==> config.mk <==
export PLATFORM = sky130hd
export DESIGN_NAME = i2c_target_addr_decoder
export DESIGN_NICKNAME = d
export VERILOG_FILES = /design/src/rtl/i2c_tdec_pkg.sv /design/src/rtl/i2c_tdec_datapath.sv /design/src/rtl/i2c_tdec_control.sv /design/src/rtl/i2c_target_addr_decoder.sv
export SDC_FILE = /design/constraint.sdc
export NUM_CORES = 1
export LEC_CHECK = 0
export ABC_CLOCK_PERIOD_IN_PS = 3040
export CAP_MARGIN = 10
export CORE_MARGIN = 2
export CORE_UTILIZATION = 50
export CTS_BUF_LIST = sky130_fd_sc_hd__clkbuf_4 sky130_fd_sc_hd__clkbuf_8
export CTS_CLUSTER_DIAMETER = 150
export CTS_CLUSTER_SIZE = 10
export DETAILED_ROUTE_END_ITERATION = 10
export GPL_TIMING_DRIVEN = 0
export PLACE_DENSITY_LB_ADDON = 0.3
export SLEW_MARGIN = 20
export SYNTH_ARGS = -nofsm -noshare
export SYNTH_HDL_FRONTEND = slang
export SYNTH_HIERARCHICAL = 1
export SYNTH_SLANG_ARGS = --single-unit
export TNS_END_PERCENT = 30
==> constraint.sdc <==
create_clock -name clk -period 3.04 [get_ports clk]
set_input_delay 0.304 -clock clk [delete_from_list [all_inputs] [get_ports clk]]
set_output_delay 0.304 -clock clk [all_outputs]
set_load 0.005 [all_outputs]
==> src/rtl/i2c_tdec_pkg.sv <==
package i2c_tdec_pkg;

  localparam int BYTE_BITS = 8;
  localparam int ADDR_BITS = 10;
  localparam int SHORT_ADDR_BITS = 7;
  localparam int PREFIX_BITS = 5;
  localparam logic [PREFIX_BITS-1:0] LONG_PREFIX = 5'b11110;
  localparam int CNT_W = $clog2(BYTE_BITS + 1);

  typedef enum logic [2:0] {
    ST_IDLE,
    ST_FIRST,
    ST_ACK1,
    ST_SECOND,
    ST_ACK2,
    ST_SELECTED,
    ST_IGNORE
  } ctrlState_t;

  // strobes from control to datapath
  typedef struct packed {
    logic clrBits;
    logic shiftEn;
    logic setPull;
    logic clrPull;
    logic latchDir;
  } dpStrobe_t;

  // observations from datapath to control
  typedef struct packed {
    logic                 sclFall;
    logic                 startDet;
    logic                 stopDet;
    logic                 byteFull;
    logic [BYTE_BITS-1:0] byteVal;
  } dpStatus_t;

endpackage

==> src/rtl/i2c_tdec_datapath.sv <==
module i2c_tdec_datapath
  import i2c_tdec_pkg::*;
(
  input  logic      clk,
  input  logic      rstN,
  input  logic      sclIn,
  input  logic      sdaIn,
  input  dpStrobe_t strb,
  output dpStatus_t stat,
  output logic      pullEn,
  output logic      rnw,
  output logic      startEvt,
  output logic      stopEvt
);

  logic                 sclPrev;
  logic                 sdaPrev;
  logic                 sclRise;
  logic [CNT_W-1:0]     bitCnt;
  logic [BYTE_BITS-1:0] shiftReg;

  always_comb begin
    sclRise       = sclIn & ~sclPrev;
    stat.sclFall  = ~sclIn & sclPrev;
    stat.startDet = sclIn & sclPrev & sdaPrev & ~sdaIn;
    stat.stopDet  = sclIn & sclPrev & ~sdaPrev & sdaIn;
    stat.byteFull = (bitCnt == CNT_W'(BYTE_BITS));
    stat.byteVal  = shiftReg;
  end

  // line history and bus event pulses
  always_ff @(posedge clk or negedge rstN) begin
    if (!rstN) begin
      sclPrev  <= 1'b1;
      sdaPrev  <= 1'b1;
      startEvt <= 1'b0;
      stopEvt  <= 1'b0;
    end else begin
      sclPrev  <= sclIn;
      sdaPrev  <= sdaIn;
      startEvt <= stat.startDet;
      stopEvt  <= stat.stopDet;
    end
  end

  // address shifter, samples SDA on SCL rising edges
  always_ff @(posedge clk or negedge rstN) begin
    if (!rstN) begin
      bitCnt   <= '0;
      shiftReg <= '0;
    end else if (strb.clrBits) begin
      bitCnt   <= '0;
    end else if (strb.shiftEn && sclRise && !stat.byteFull) begin
      shiftReg <= {shiftReg[BYTE_BITS-2:0], sdaIn};
      bitCnt   <= bitCnt + CNT_W'(1);
    end
  end

  // open-drain enable and direction capture
  always_ff @(posedge clk or negedge rstN) begin
    if (!rstN) begin
      pullEn <= 1'b0;
      rnw    <= 1'b0;
    end else begin
      if (strb.clrPull)      pullEn <= 1'b0;
      else if (strb.setPull) pullEn <= 1'b1;
      if (strb.latchDir)     rnw    <= shiftReg[0];
    end
  end

  // each bus event is a single-cycle pulse and the two never coincide
  a_r1_start_single: assert property (@(posedge clk) disable iff (!rstN)
    startEvt |=> !startEvt);
  a_r1_stop_single: assert property (@(posedge clk) disable iff (!rstN)
    stopEvt |=> !stopEvt);
  a_r1_events_exclusive: assert property (@(posedge clk) disable iff (!rstN)
    !(startEvt && stopEvt));

endmodule

==> src/rtl/i2c_tdec_control.sv <==
module i2c_tdec_control
  import i2c_tdec_pkg::*;
(
  input  logic                 clk,
  input  logic                 rstN,
  input  dpStatus_t            stat,
  input  logic                 tenBitMode,
  input  logic [ADDR_BITS-1:0] ownAddr,
  output dpStrobe_t            strb,
  output logic                 addressed,
  output ctrlState_t           stateOut
);

  ctrlState_t state, nxtState;
  logic       armed, nxtArmed;
  logic       goSecond, nxtGoSecond;
  logic       prefixOk;
  logic       firstHit;
  logic       firstNeedsSecond;
  logic       secondHit;

  always_comb begin
    prefixOk = (stat.byteVal[BYTE_BITS-1 -: PREFIX_BITS] == LONG_PREFIX) &&
               (stat.byteVal[2:1] == ownAddr[ADDR_BITS-1 -: 2]);
    if (!tenBitMode) begin
      firstHit         = (stat.byteVal[BYTE_BITS-1:1] == ownAddr[SHORT_ADDR_BITS-1:0]);
      firstNeedsSecond = 1'b0;
    end else begin
      firstHit         = prefixOk && (!stat.byteVal[0] || armed);
      firstNeedsSecond = !stat.byteVal[0];
    end
    secondHit = (stat.byteVal == ownAddr[BYTE_BITS-1:0]);
  end

  always_comb begin
    nxtState     = state;
    nxtArmed     = armed;
    nxtGoSecond  = goSecond;
    strb         = '0;
    strb.shiftEn = (state == ST_FIRST) || (state == ST_SECOND);
    if (stat.stopDet) begin
      nxtState     = ST_IDLE;
      nxtArmed     = 1'b0;
      strb.clrPull = 1'b1;
      strb.clrBits = 1'b1;
    end else if (stat.startDet && state != ST_IGNORE) begin
      nxtState     = ST_FIRST;
      strb.clrPull = 1'b1;
      strb.clrBits = 1'b1;
    end else begin
      case (state)
        ST_FIRST: begin
          if (stat.sclFall && stat.byteFull) begin
            if (firstHit) begin
              nxtState      = ST_ACK1;
              nxtGoSecond   = firstNeedsSecond;
              strb.setPull  = 1'b1;
              strb.latchDir = 1'b1;
            end else begin
              nxtState = ST_IGNORE;
              nxtArmed = 1'b0;
            end
          end
        end
        ST_ACK1: begin
          if (stat.sclFall) begin
            strb.clrPull = 1'b1;
            strb.clrBits = 1'b1;
            nxtState     = goSecond ? ST_SECOND : ST_SELECTED;
          end
        end
        ST_SECOND: begin
          if (stat.sclFall && stat.byteFull) begin
            if (secondHit) begin
              nxtState     = ST_ACK2;
              strb.setPull = 1'b1;
            end else begin
              nxtState = ST_IGNORE;
              nxtArmed = 1'b0;
            end
          end
        end
        ST_ACK2: begin
          if (stat.sclFall) begin
            strb.clrPull = 1'b1;
            strb.clrBits = 1'b1;
            nxtState     = ST_SELECTED;
            nxtArmed     = 1'b1;
          end
        end
        default: ;
      endcase
    end
  end

  always_ff @(posedge clk or negedge rstN) begin
    if (!rstN) begin
      state    <= ST_IDLE;
      armed    <= 1'b0;
      goSecond <= 1'b0;
    end else begin
      state    <= nxtState;
      armed    <= nxtArmed;
      goSecond <= nxtGoSecond;
    end
  end

  assign addressed = (state == ST_SELECTED);
  assign stateOut  = state;

  // selection is only ever reached through an acknowledge clock
  a_r7_select_via_ack: assert property (@(posedge clk) disable iff (!rstN)
    (state == ST_SELECTED && $past(state) != ST_SELECTED) |->
      ($past(state) == ST_ACK1 || $past(state) == ST_ACK2));
  // a STOP always disarms the 10-bit read shortcut
  a_r9_disarm_on_stop: assert property (@(posedge clk) disable iff (!rstN)
    stat.stopDet |=> !armed);
  // the ignore state is left only through a STOP
  a_r6_ignore_until_stop: assert property (@(posedge clk) disable iff (!rstN)
    ($past(state) == ST_IGNORE && state != ST_IGNORE) |-> state == ST_IDLE);

endmodule

==> src/rtl/i2c_target_addr_decoder.sv <==
module i2c_target_addr_decoder
  import i2c_tdec_pkg::*;
(
  input  logic                 clk,
  input  logic                 rstN,
  input  logic                 sclIn,
  input  logic                 sdaIn,
  input  logic                 tenBitMode,
  input  logic [ADDR_BITS-1:0] ownAddr,
  output logic                 sdaPullEn,
  output logic                 addressed,
  output logic                 readNotWrite,
  output logic                 startEvt,
  output logic                 stopEvt
);

  dpStrobe_t  strb;
  dpStatus_t  stat;
  ctrlState_t ctrlState;

  i2c_tdec_datapath u_dp (
    .clk      (clk),
    .rstN     (rstN),
    .sclIn    (sclIn),
    .sdaIn    (sdaIn),
    .strb     (strb),
    .stat     (stat),
    .pullEn   (sdaPullEn),
    .rnw      (readNotWrite),
    .startEvt (startEvt),
    .stopEvt  (stopEvt)
  );

  i2c_tdec_control u_ctrl (
    .clk        (clk),
    .rstN       (rstN),
    .stat       (stat),
    .tenBitMode (tenBitMode),
    .ownAddr    (ownAddr),
    .strb       (strb),
    .addressed  (addressed),
    .stateOut   (ctrlState)
  );

  // silent while ignoring the bus
  a_r6_silent_when_ignoring: assert property (@(posedge clk) disable iff (!rstN)
    (ctrlState == ST_IGNORE) |-> !sdaPullEn);
  // the pull-down never changes while SCL stays high, bar bus conditions
  a_r3_pull_steady_scl_high: assert property (@(posedge clk) disable iff (!rstN)
    (sclIn && $past(sclIn) && !startEvt && !stopEvt) |-> $stable(sdaPullEn));
  // once selected the acknowledge is already released
  a_r7_no_pull_when_addressed: assert property (@(posedge clk) disable iff (!rstN)
    addressed |-> !sdaPullEn);
  // a STOP leaves the target deselected
  a_r7_stop_deselects: assert property (@(posedge clk) disable iff (!rstN)
    stopEvt |-> !addressed);

endmodule

==> reports/results.txt <==
status = complete, no violations
placed cell area = 1680 um^2
fill count = 250
Critical Path RT = 3230 ps
Final Wtd Congestion = 0.818
final instance area = 1720 um^2
WS Path Type = flop to flop
global-route wire length before repair = 5180 um
post-synthesis sequential area ratio = 0.397
Post-DP HPWL = 2310 um
Pins Over Slew Limit = 0
WL final = 3020 um
initial antenna violation count = 0
register bit total from synthesis = 23
vias in the first global route = 1202
CTS tree = built
max reg flops = 8
yosys warns = 6
layout cells sized above 1 = 0.172
die area = 3360 um^2
Synth Area per Inst = 10.0 um^2
Crit. End Element = flop
Antenna Violating Nets Remaining = 0
Net Count, Synth = 162
Clock Skews = 9.38 ps
H-tree depth = 1
synth unique cells = 44
Setup Total Neg Slack = 0 ps
Die Wd = 57.9 um
Fmax = 366 MHz
pin count of the biggest net entering global routing = 24
CTS clk-pin slew, worst paths = 130 ps
leak pwr = 0.760 nW
Fin. Hold Viols = 0
n_diodes = 0
Post-Synthesis Cells = 145
Overall Global Routing Usage = 0.196
largest reg by FF count = u_dp/shiftReg
row count = 19
clock tree buffer depth = 2
core footprint = 2760 um^2
clock root cell = clkbuf_4
total congestion overflow = 0
Post-synth EDFFs = 0
Mapped Area = 1460 um^2
hold slack = 474 ps
Max-Cap Viols = 0
arrival time worst endpoint = 2920 ps
most frequent cells in the layout = 21 x dfrtp_1, 18 x clkdlybuf4s50_1, 14 x xor2_1
Hold Path Class = input pin to flop
TritonCTS Buffers = 3
Setup Viol. Count Final = 0
CP startpoint kind = flop
# hold bufs at CTS = 0
Crit Path Max Fanout = 10
Resized cells post-CTS = 0
via/cell ratio = 5.82
RSZ-0062 raised after global routing = false
Layout Area Growth over Synthesis = 18.1%
1st-pass router iterations = 4
residual DRC count = 0
Routed WL per cell = 15.1 um
number of DRC markers in iteration 0 = 52
Worst-Skew Late Latency = 300 ps
PwrDens = 513 nW/um^2
commonest non-fill, non-tap cell in the layout = dfrtp_1
clock sinks = 23
Finished Core Util = 0.623
Final period util = 0.898
# nets final = 187
Worst Max-Slew Pin Slew = 776 ps
Top FF cell, synth = dfrtp_1
Port Buf Inserts = 19
Die Height = 57.9 um
Pwr Total = 0.882 mW
Starting Density = 0.528
Post-CTS Setup Bufs = 0
reg-to-reg slack, setup = 310 ps
Async SR Flop Fraction = 1.00
final critical-path required period = 2730 ps
Max-slew headroom = 0.481
largest vdd supply drop = 374 uV
I/O pins = 20
via count = 1164
-- synthesized netlist by cell type (2+ instances only) --
cell type,instances,area [um^2]
dfrtp_1,21,526
xor2_1,14,123
mux2_2,11,124
nor2_1,8,30.0
nand2_1,7,26.3
nand2b_1,7,43.8
inv_1,6,22.5
nor2b_1,6,37.5
o21ai_0,6,30.0
a21oi_1,5,25.0
nand3_1,5,25.0
buf_2,3,15.0
nor3_1,3,15.0
nor4_1,3,18.8
xnor2_1,3,26.3
a2bb2oi_1,2,17.5
and3_1,2,12.5
clkbuf_1,2,7.51
dfstp_2,2,52.6
ha_1,2,25.0
mux2i_1,2,20.0
nand4_1,2,12.5
nor3b_1,2,15.0
-- cells by family (layout without fill, tap and decap cells) --
family | Yosys count | in the layout | synth area share
adders and majority gates | 3 | 3 | 0.0241
xor gates and xnor gates | 17 | 17 | 0.102
and+or+nand+nor | 54 | 54 | 0.227
AOI/OAI and AO/OA | 23 | 23 | 0.114
buffers and inverters | 12 | 36 | 0.0361
DFF | 23 | 23 | 0.397
muxes | 13 | 13 | 0.0989
-- metrics by stage --
step / setup WS [ps] / instances
2_1_floorplan: 736 / 145
3_3_place_gp: 245 / 195
3_5_place_dp: 211 / 195
4_1_cts: 349 / 199
5_1_grt: 54.4 / 200
6_report: 311 / 200
-- worst max-delay path: stages, from the launching register on --
cell	delay [ps]
dfrtp_1	380
clkbuf_1	310
inv_1	170
o211a_1	140
o21ai_0	160
nand2b_1	100
buf_4	130
clkbuf_1	200
nor4_4	610
mux2_2	400
-- area by class of cell --
| cell class | count | area (um^2) | share of cell area |
|---|---|---|---|
| clock buffers | 4 | 30.0 | 0.0175 |
| inverters | 6 | 22.5 | 0.0131 |
| repair buffers | 20 | 195 | 0.114 |
| flip-flops and latches | 23 | 578 | 0.336 |
| well taps | 31 | 38.8 | 0.0226 |
| plain buffers | 6 | 30.0 | 0.0175 |
| multi-input cells | 110 | 825 | 0.480 |
-- layer usage --
metal / share of wire / wire (um) / track usage
met1: 0.42 / 1270 / 0.254
met2: 0.51 / 1550 / 0.334
met3: 0.054 / 163 / 0.0268
met4: 0.012 / 37 / 0.0698
met5: 0 / 0 / 0
-- path summary, 6_finish.rpt --
check	end	start	cells past startpoint
worst min-delay path	u_dp/sdaPrev	sdaIn	1
worst max-delay path	u_dp/shiftReg[5]	u_ctrl/stateOut[0]	9
min in group asynchronous	u_ctrl/armed	rstN	2
worst max register to register	u_dp/shiftReg[5]	u_ctrl/stateOut[0]	9
worst min register to register	u_dp/pullEn	u_dp/pullEn	2
max in group asynchronous	u_dp/sdaPrev	rstN	2
-- power breakdown --
part           internal (mW)  switching (mW)  total, mW
Combinational          0.151           0.123      0.274
Clock                 0.0600          0.0876      0.148
Sequential             0.368          0.0922      0.460
Total                  0.579           0.303      0.882
Power figures use the tool's default switching activity.
